`src/rtl/mmul_pkg.sv`:
```
// mmul_pkg: mode decoding shared by the multiplier modules.
// Assumes mode bit 2 selects fractional and bits 1..0 select sign handling.
package mmul_pkg;

    localparam int MODE_W = 3;

    typedef enum logic [1:0] {
        SGN_UU  = 2'd0,
        SGN_SS  = 2'd1,
        SGN_SU  = 2'd2,
        SGN_RSV = 2'd3
    } sign_kind_e;

    // Operand A is read as signed in signed and mixed modes.
    function automatic logic first_is_signed(input logic [MODE_W-1:0] m);
        return (sign_kind_e'(m[1:0]) == SGN_SS) || (sign_kind_e'(m[1:0]) == SGN_SU);
    endfunction

    // Operand B is read as signed only in signed mode.
    function automatic logic second_is_signed(input logic [MODE_W-1:0] m);
        return sign_kind_e'(m[1:0]) == SGN_SS;
    endfunction

    // True in the fractional modes.
    function automatic logic is_fractional(input logic [MODE_W-1:0] m);
        return m[MODE_W-1];
    endfunction

endpackage

```
`src/rtl/mmul_opnd_ext.sv`:
```
// mmul_opnd_ext: captures one operand on an accepted start and widens it
// by one bit. The new top bit is the sign bit or zero, as the mode requires.
// Assumes load is asserted only when the controller accepts a start.
module mmul_opnd_ext
    import mmul_pkg::*;
#(
    parameter int W        = 8,
    parameter bit IS_FIRST = 1'b1
) (
    input  logic                clk,
    input  logic                rst_n,
    input  logic                load,
    input  logic [MODE_W-1:0]   mode,
    input  logic [W-1:0]        opnd,
    output logic signed [W:0]   ext_q
);

    logic sgn;

    // Pick the sign rule that matches this operand position.
    generate
        if (IS_FIRST) begin : g_first
            assign sgn = first_is_signed(mode);
        end else begin : g_second
            assign sgn = second_is_signed(mode);
        end
    endgenerate

    // Register the widened operand when a start is accepted.
    always_ff @(posedge clk) begin
        if (!rst_n) begin
            ext_q <= '0;
        end else if (load) begin
            ext_q <= {sgn & opnd[W-1], opnd};
        end
    end

endmodule

```
`src/rtl/mmul_ctrl.sv`:
```
// mmul_ctrl: fixed-latency sequencer. It accepts a start only when idle,
// moves a valid token through two stages and pulses done once.
// Assumes the datapath uses stg1_v and stg2_v as its stage enables.
module mmul_ctrl (
    input  logic clk,
    input  logic rst_n,
    input  logic start,
    output logic accept,
    output logic stg1_v,
    output logic stg2_v,
    output logic done
);

    logic busy;

    assign busy   = stg1_v | stg2_v;
    assign accept = start & ~busy;

    // Advance the single in-flight token.
    always_ff @(posedge clk) begin
        if (!rst_n) begin
            stg1_v <= 1'b0;
            stg2_v <= 1'b0;
            done   <= 1'b0;
        end else begin
            stg1_v <= accept;
            stg2_v <= stg1_v;
            done   <= stg2_v;
        end
    end

    AST_FIXED_LATENCY: assert property (@(posedge clk) disable iff (!rst_n)
        (start && !busy) |-> ##3 done);

    AST_DONE_PULSE: assert property (@(posedge clk) disable iff (!rst_n)
        done |=> !done);

    AST_ONE_IN_FLIGHT: assert property (@(posedge clk) disable iff (!rst_n)
        $onehot0({stg1_v, stg2_v, done}));

endmodule

```
`src/rtl/mmul_datapath.sv`:
```
// mmul_datapath: multiplies the widened operands, applies the fractional
// realignment and derives the flags. Outputs change only when stg2_v is high.
// Assumes the operands are already registered and widened by one bit.
module mmul_datapath
    import mmul_pkg::*;
#(
    parameter int W = 8
) (
    input  logic                clk,
    input  logic                rst_n,
    input  logic                accept,
    input  logic                stg1_v,
    input  logic                stg2_v,
    input  logic [MODE_W-1:0]   mode,
    input  logic signed [W:0]   a_x,
    input  logic signed [W:0]   b_x,
    output logic [2*W-1:0]      res_q,
    output logic                carry_q,
    output logic                zero_q
);

    localparam int PW = 2 * W;
    localparam logic signed [W:0]  XMIN   = {2'b11, {(W-1){1'b0}}};
    localparam logic [PW-1:0]      WRAPPED = {1'b1, {(PW-1){1'b0}}};

    logic                   frac_s1;
    logic                   frac_s2;
    logic signed [PW+1:0]   full;
    logic [PW-1:0]          raw_q;
    logic [PW-1:0]          res_d;

    assign full  = a_x * b_x;
    assign res_d = frac_s2 ? {raw_q[PW-2:0], 1'b0} : raw_q;

    // Hold the fractional selector alongside the operands.
    always_ff @(posedge clk) begin
        if (!rst_n) begin
            frac_s1 <= 1'b0;
        end else if (accept) begin
            frac_s1 <= is_fractional(mode);
        end
    end

    // Register the raw product of the widened operands.
    always_ff @(posedge clk) begin
        if (!rst_n) begin
            raw_q   <= '0;
            frac_s2 <= 1'b0;
        end else if (stg1_v) begin
            raw_q   <= full[PW-1:0];
            frac_s2 <= frac_s1;
        end
    end

    // Align, flag and publish the result.
    always_ff @(posedge clk) begin
        if (!rst_n) begin
            res_q   <= '0;
            carry_q <= 1'b0;
            zero_q  <= 1'b0;
        end else if (stg2_v) begin
            res_q   <= res_d;
            carry_q <= raw_q[PW-1];
            zero_q  <= (res_d == '0);
        end
    end

    AST_CARRY_INTEGER: assert property (@(posedge clk) disable iff (!rst_n)
        (stg2_v && !frac_s2) |=> (carry_q == res_q[PW-1]));

    AST_FRAC_WRAP: assert property (@(posedge clk) disable iff (!rst_n)
        (stg1_v && frac_s1 && a_x == XMIN && b_x == XMIN) |-> ##2 (res_q == WRAPPED && !carry_q && !zero_q));

endmodule

```
`src/rtl/mmul_unit.sv`:
```
// mmul_unit: top level of the multi-mode multiplier. It wires the
// controller, the two operand extenders and the datapath, and splits the
// result into bytes. Assumes start is sampled together with mode and operands.
module mmul_unit
    import mmul_pkg::*;
#(
    parameter int W = 8
) (
    input  logic                clk,
    input  logic                rst_n,
    input  logic                start,
    input  logic [MODE_W-1:0]   mode,
    input  logic [W-1:0]        opa,
    input  logic [W-1:0]        opb,
    output logic                done,
    output logic [W-1:0]        prod_hi,
    output logic [W-1:0]        prod_lo,
    output logic                carry,
    output logic                zero
);

    localparam int PW = 2 * W;

    logic                accept;
    logic                stg1_v;
    logic                stg2_v;
    logic signed [W:0]   a_x;
    logic signed [W:0]   b_x;
    logic [PW-1:0]       res;

    mmul_ctrl u_ctrl (
        .clk    (clk),
        .rst_n  (rst_n),
        .start  (start),
        .accept (accept),
        .stg1_v (stg1_v),
        .stg2_v (stg2_v),
        .done   (done)
    );

    mmul_opnd_ext #(.W(W), .IS_FIRST(1'b1)) u_ext_a (
        .clk   (clk),
        .rst_n (rst_n),
        .load  (accept),
        .mode  (mode),
        .opnd  (opa),
        .ext_q (a_x)
    );

    mmul_opnd_ext #(.W(W), .IS_FIRST(1'b0)) u_ext_b (
        .clk   (clk),
        .rst_n (rst_n),
        .load  (accept),
        .mode  (mode),
        .opnd  (opb),
        .ext_q (b_x)
    );

    mmul_datapath #(.W(W)) u_dp (
        .clk     (clk),
        .rst_n   (rst_n),
        .accept  (accept),
        .stg1_v  (stg1_v),
        .stg2_v  (stg2_v),
        .mode    (mode),
        .a_x     (a_x),
        .b_x     (b_x),
        .res_q   (res),
        .carry_q (carry),
        .zero_q  (zero)
    );

    assign prod_hi = res[PW-1:W];
    assign prod_lo = res[W-1:0];

    // Track that a reset has been seen, so that the history check is valid.
    logic seen_rst;
    logic past_ok;
    always_ff @(posedge clk) begin
        if (!rst_n) begin
            seen_rst <= 1'b1;
            past_ok  <= 1'b0;
        end else begin
            past_ok  <= seen_rst;
        end
    end

    AST_RESULT_HOLD: assert property (@(posedge clk) disable iff (!rst_n || !past_ok)
        !done |-> $stable({prod_hi, prod_lo, carry, zero}));

endmodule

```
`config.mk`:
```
export PLATFORM = sky130hd
export DESIGN_NAME = mmul_unit
export DESIGN_NICKNAME = d
export VERILOG_FILES = /design/src/rtl/mmul_pkg.sv /design/src/rtl/mmul_opnd_ext.sv /design/src/rtl/mmul_ctrl.sv /design/src/rtl/mmul_datapath.sv /design/src/rtl/mmul_unit.sv
export SDC_FILE = /design/constraint.sdc
export NUM_CORES = 1
export LEC_CHECK = 0
export BUFFER_PORTS_ARGS = -buffer_cell sky130_fd_sc_hd__buf_2
export CORE_MARGIN = 5
export CORE_UTILIZATION = 35
export DETAILED_ROUTE_END_ITERATION = 10
export GPL_TIMING_DRIVEN = 0
export PLACE_DENSITY = 0.47
export SETUP_SLACK_MARGIN = 0.15
export SLEW_MARGIN = 20
export SYNTH_ARGS = -nofsm -noshare
export SYNTH_HDL_FRONTEND = slang
export SYNTH_SLANG_ARGS = --single-unit
export TNS_END_PERCENT = 20
```
`constraint.sdc`:
```
create_clock -name clk -period 6.13 [get_ports clk]
set_clock_uncertainty 0.15 [all_clocks]
set_input_delay 1.226 -clock clk [delete_from_list [all_inputs] [get_ports clk]]
set_output_delay 1.226 -clock clk [all_outputs]
set_load 0.02 [all_outputs]
```
# Word-level counts from Yosys, hierarchy flattened
# Cells that the tools add are included.
# classes
n_mul,1
n_eq_ne,2
muxes,1
n_bitwise,5
reduce_logical,2
# op_table
cell,count
logical NOT 16 bit,1
multiplier 9 x 9 -> 16 bit,1
2-to-1 mux 16 bit,1
AND 1 bit,3
"equality test 2 x 1 -> 1 bit, second input constant",1
"equality test 2 bit, second input constant",1
logical OR 1 bit,1
inverter 1 bit,1
OR 1 bit,1
# totals
reg_bits,57
in_bits,22
output_inout_bits,19
word_cells,22

# Logic depth before layout (Yosys ltp)
# logic_depth
ltp_word,3
depth_mapped,19
depth_no_buf,18

# Cells and area by module
# From an unflattened synthesis, not the netlist that was laid out.
# unflattened
cells_unflattened,530
hier_area_um2,5027.3
# by_module_without_submodules
mod,instances,cells_per_inst,area_per_inst_um2,seq_area_each_um2
mmul_datapath,1,464,4241.6,720.7
mmul_opnd_ext at u_ext_a,1,30,347.8,180.2
mmul_opnd_ext at u_ext_b,1,29,344.1,180.2
mmul_ctrl,1,7,93.8,60.1

# Worst setup path after synthesis
# No wires, ideal clock.
# synth_path
kind,register to register
from,register u_ext_b.ext_q[0]
to,register u_dp.raw_q[14]
setup_ps,117
arrival_time_ps,4488
required_ps,5863
path_slack_ps,1375
stages_incl_launch_ff,16
n_path_buf,1
synth_period_minus_slack_ps,4755
cell_sequence,dfxtp_1 clkbuf_1 nand2_1 fa_1 inv_1 fa_1 fa_1 inv_1 fa_1 inv_1 ha_1 ha_1 a21o_1 a21o_2 or3_1 a32o_1
# synth_via
elab_chain_cells,1
# synth_rtl
item,line_no,source
start: declaration,mmul_opnd_ext.sv:15,output logic signed [W:0] ext_q
start signal: assignment,mmul_opnd_ext.sv:34,"ext_q <= {sgn & opnd[W-1], opnd};"
multiplier 9 x 9 -> 16 bit,mmul_datapath.sv:32,assign full = a_x * b_x;
end signal: assignment,mmul_datapath.sv:50,raw_q <= full[PW-1:0];
end: declaration,mmul_datapath.sv:29,logic [PW-1:0] raw_q;
# No other way between the ends.
# A chain may end at the register's enable or synchronous reset.

# Worst setup path in the final report
# layout_path
from,register u_ext_b.ext_q[0]
to,register u_dp.raw_q[15]
# Same word-level chain as after synthesis.

==> results.toml <==
[worst_hold_path]
worstHoldStart = "u_dp.frac_s1"
hp-class = "register to register"

[logic_synthesis]
ys_warn_count = 0
synth_edf_count = 0
syn-cell-area_mm2 = 0.005094
synth-seq-cells = 57
ys_seq_area_share_pct = 22.40
syn_inst = 566
synthArstFlopShare_pct = 0
postSynthAreaPerCell_um2 = 8.999
synth-main-ff-cell = "dfxtp_1"
ys_types = 39
syn_nets = 685

[floorplanning]
rows = 44
pin_count = 41
coreArea_mm2 = 0.01442
die_w_um = 130.6
start_util_pct = 35.31
die_h_um = 130.6
design.die.area_mm2 = 0.01707

[sta]
tns_ns = 0
rsz0062_at_grt = "no"
setup_violations = 0
slew-limit-headroom_pct = 52.18
period_minus_slack_ns = 5.480
fin_crit_sh_pct = 89.40
finalMaxSlewViolations = 0
final_hold_viol_count = 0
tightest_slew_ns = 0.7173
max_freq_ghz = 0.1825
fin_hold_ws_ns = 0.3156

[finish]
post-route-util_pct = 40.20
fin_nets = 736
diodes = 0
fillers = 1493
multi_input_area_mm2 = 0.003477
drive_above_1_share_pct = 10.61
regArea_mm2 = 0.001141
instances_no_fill = 806
area_growth_pct = 13.83

[clock_network]
clkSinkCount = 57
ctsLongestPathBuffers = 2
path_clk_slew_ns = 0.05
ctsResizeCount = 0
cts_hold_buffers = 0
clkLatencyLatePin_ns = 0.33
clockRootBuffer = "clkbuf_16"
cts_tree = "yes"
h-tree-depth = 3
cts_made_buffers = 9
post_cts_buffers = 0

[global_route]
first_global_vias = 3933
grt_max_degree = 11
track_usage_pct = 14.67
overflow = 0
antenna_found_initial = 0
grt_first_pass_wirelength_mm = 19.78

[power]
seq_power_share_pct = 38.6
totalPowerFinal_w = 0.001028
clkPwrFrac_pct = 44.0
intPower_w = 0.0007396
peakVddDrop_mv = 0.1412
powerDensity_mw_per_mm2 = 177.3
switchingPower_w = 0.0002885
p_sw_share_pct = 28.06
power_leakage_nw = 2.892
p_comb_share_pct = 17.5

[setup_path]
r2r_slack_ns = 0.65
critical_path_class = "register to register"
path_delay_family = "adder cells"
crit_chain = "clkbuf_1 > nand2_1 > fa_1 > inv_1 > fa_1 > inv_1 > fa_1 > inv_1 > fa_1 > ha_1 > ha_1 > or3_1 > o21ai_0 > o21ai_0 > xnor2_1 > a21oi_1"
worstPathArrival_ns = 5.52
critPathLaunch = "u_ext_b.ext_q[0]"
critPathSlowestCell = "fa_1"
crit_path_start_kind = "register"
r2r_start = "u_ext_b.ext_q[0]"
cp-end-kind = "register"
cp_num_buf_inv = 4
path_common_cell = "fa_1"
critPathMaxFanout = 10
critPathMaxStageDelay_ns = 0.63
required_ns = 6.17

[placement]
placedCellCount = 790
io_buffers = 40
place_congestion = 0.7449
dp_hpwl_mm = 9.401

[routing]
dr.pass1.iters = 5
dr_total_vias = 3744
drt-total-wl_mm = 11.36
vias_per_cell = 4.645
remaining_drc_errors = 0
wl_per_cell_um = 14.09
ant_nets = 0
first_iter_violations = 130

[flow_run]
cap_violations = 0

[run_status]
outcome = "completed"
[final timing paths]
check | end | cells past startpoint
max | u_dp.raw_q[15] | 16
min reg2reg | u_dp.frac_s1 | 2
min | u_dp.frac_s1 | 2
max reg2reg | u_dp.raw_q[15] | 16
[worst min-delay path: stages (launching register included)]
cell and delay [ns]:
dfxtp_1 0.30, nand2_1 0.05, a21boi_0 0.06
[state kept, by name, indices dropped and copies added, names as in the netlist]
register       flops
u_dp.frac_s1       1
u_dp.raw_q        16
u_dp.zero_q        1
u_dp.res_q        16
u_ctrl.stg2_v      1
u_ext_a.ext_q      9
u_dp.carry_q       1
u_ext_b.ext_q      9
u_ctrl.stg1_v      1
u_ctrl.done        1
u_dp.frac_s2       1
[power by group through the flow]
stage / Clock (W) / Combinational, W / Sequential [W]
final: 0.000452 / 0.000180 / 0.000397
after global routing: 0.000482 / 0.000206 / 0.000398
after CTS: 0.000465 / 0.000185 / 0.000396
after detailed placement: 0 / 0.000183 / 0.000404
after global placement: 0 / 0.000181 / 0.000404
after floorplan: 0 / 0.000121 / 0.000408
[through the flow]
step | area [um^2] | setup slack (ns)
2_1_floorplan | 5094 | 1.375
3_3_place_gp | 5524 | 0.6095
3_5_place_dp | 5524 | 0.5770
4_1_cts | 5798 | 0.5747
5_1_grt | 5798 | 0.3460
6_report | 5798 | 0.6501
[cells in the final DEF, fill, tap and decap left out, types with 3 or more instances in the layout]
| master | count |
|---|---|
| clkbuf_16 | 9 |
| ha_1 | 34 |
| o211a_1 | 17 |
| xnor2_1 | 13 |
| a21oi_1 | 7 |
| nor3_1 | 4 |
| dfxtp_1 | 57 |
| fa_1 | 63 |
| nand3b_1 | 4 |
| a21boi_0 | 21 |
| nor2_1 | 3 |
| buf_1 | 3 |
| inv_1 | 89 |
| nor2b_1 | 19 |
| and2_1 | 32 |
| nand2b_1 | 8 |
| clkbuf_1 | 25 |
| nand3_1 | 4 |
| nand2_1 | 96 |
| o21ai_0 | 9 |
| mux2i_1 | 24 |
| a21o_1 | 3 |
| buf_2 | 48 |
| clkinv_2 | 3 |
[cell usage after synthesis, types with 3 or more instances]
| master | number | area [um^2] |
|---|---|---|
| a21boi_0 | 21 | 157.7 |
| a21o_1 | 3 | 22.52 |
| a21oi_1 | 7 | 35.03 |
| and2_1 | 32 | 200.2 |
| buf_1 | 3 | 11.26 |
| buf_2 | 8 | 40.04 |
| clkbuf_1 | 24 | 90.09 |
| dfxtp_1 | 57 | 1141 |
| fa_1 | 63 | 1261 |
| ha_1 | 34 | 425.4 |
| inv_1 | 89 | 334.1 |
| mux2i_1 | 24 | 240.2 |
| nand2_1 | 96 | 360.4 |
| nand2b_1 | 8 | 50.05 |
| nand3_1 | 4 | 20.02 |
| nand3b_1 | 4 | 30.03 |
| nor2_1 | 3 | 11.26 |
| nor2b_1 | 19 | 118.9 |
| nor3_1 | 4 | 20.02 |
| o211a_1 | 17 | 170.2 |
| o21ai_0 | 9 | 45.04 |
| xnor2_1 | 13 | 113.9 |
[final cells by class]
class	instances	area share, %
plain buffers	35	2.439
clock buffers	11	4.186
well taps	184	3.971
multi-input cells	385	59.97
repair buffers	40	3.453
clock inverters	5	0.5395
inverters	89	5.762
flip-flops and latches	57	19.68
[logic make-up (layout without fill, tap and decap cells)]
logic type	after synthesis	count (layout)	synth area share, %
multiplexers	24	24	4.716
buffers and inverters	124	180	9.334
AO/OA/AOI/OAI	71	71	10.86
XOR/XNOR	14	14	2.407
AND/OR/NAND/NOR	179	179	17.17
adder cells (fa/ha/maj)	97	97	33.11
flip-flops	57	57	22.40
[layer usage]
| metal | vias up | wire [um] | part of all wire, % | GRT usage (%) |
|---|---|---|---|---|
| li1 | 1873 | - | - | - |
| met1 | 1809 | 5785 | 51 | 21.25 |
| met2 | 54 | 5129 | 45 | 23.00 |
| met3 | 8 | 348 | 3.1 | 2.724 |
| met4 | 0 | 95 | 0.84 | 3.025 |
| met5 | - | 0 | 0 | 0 |
No activity file was read; power rests on OpenSTA's default activity.
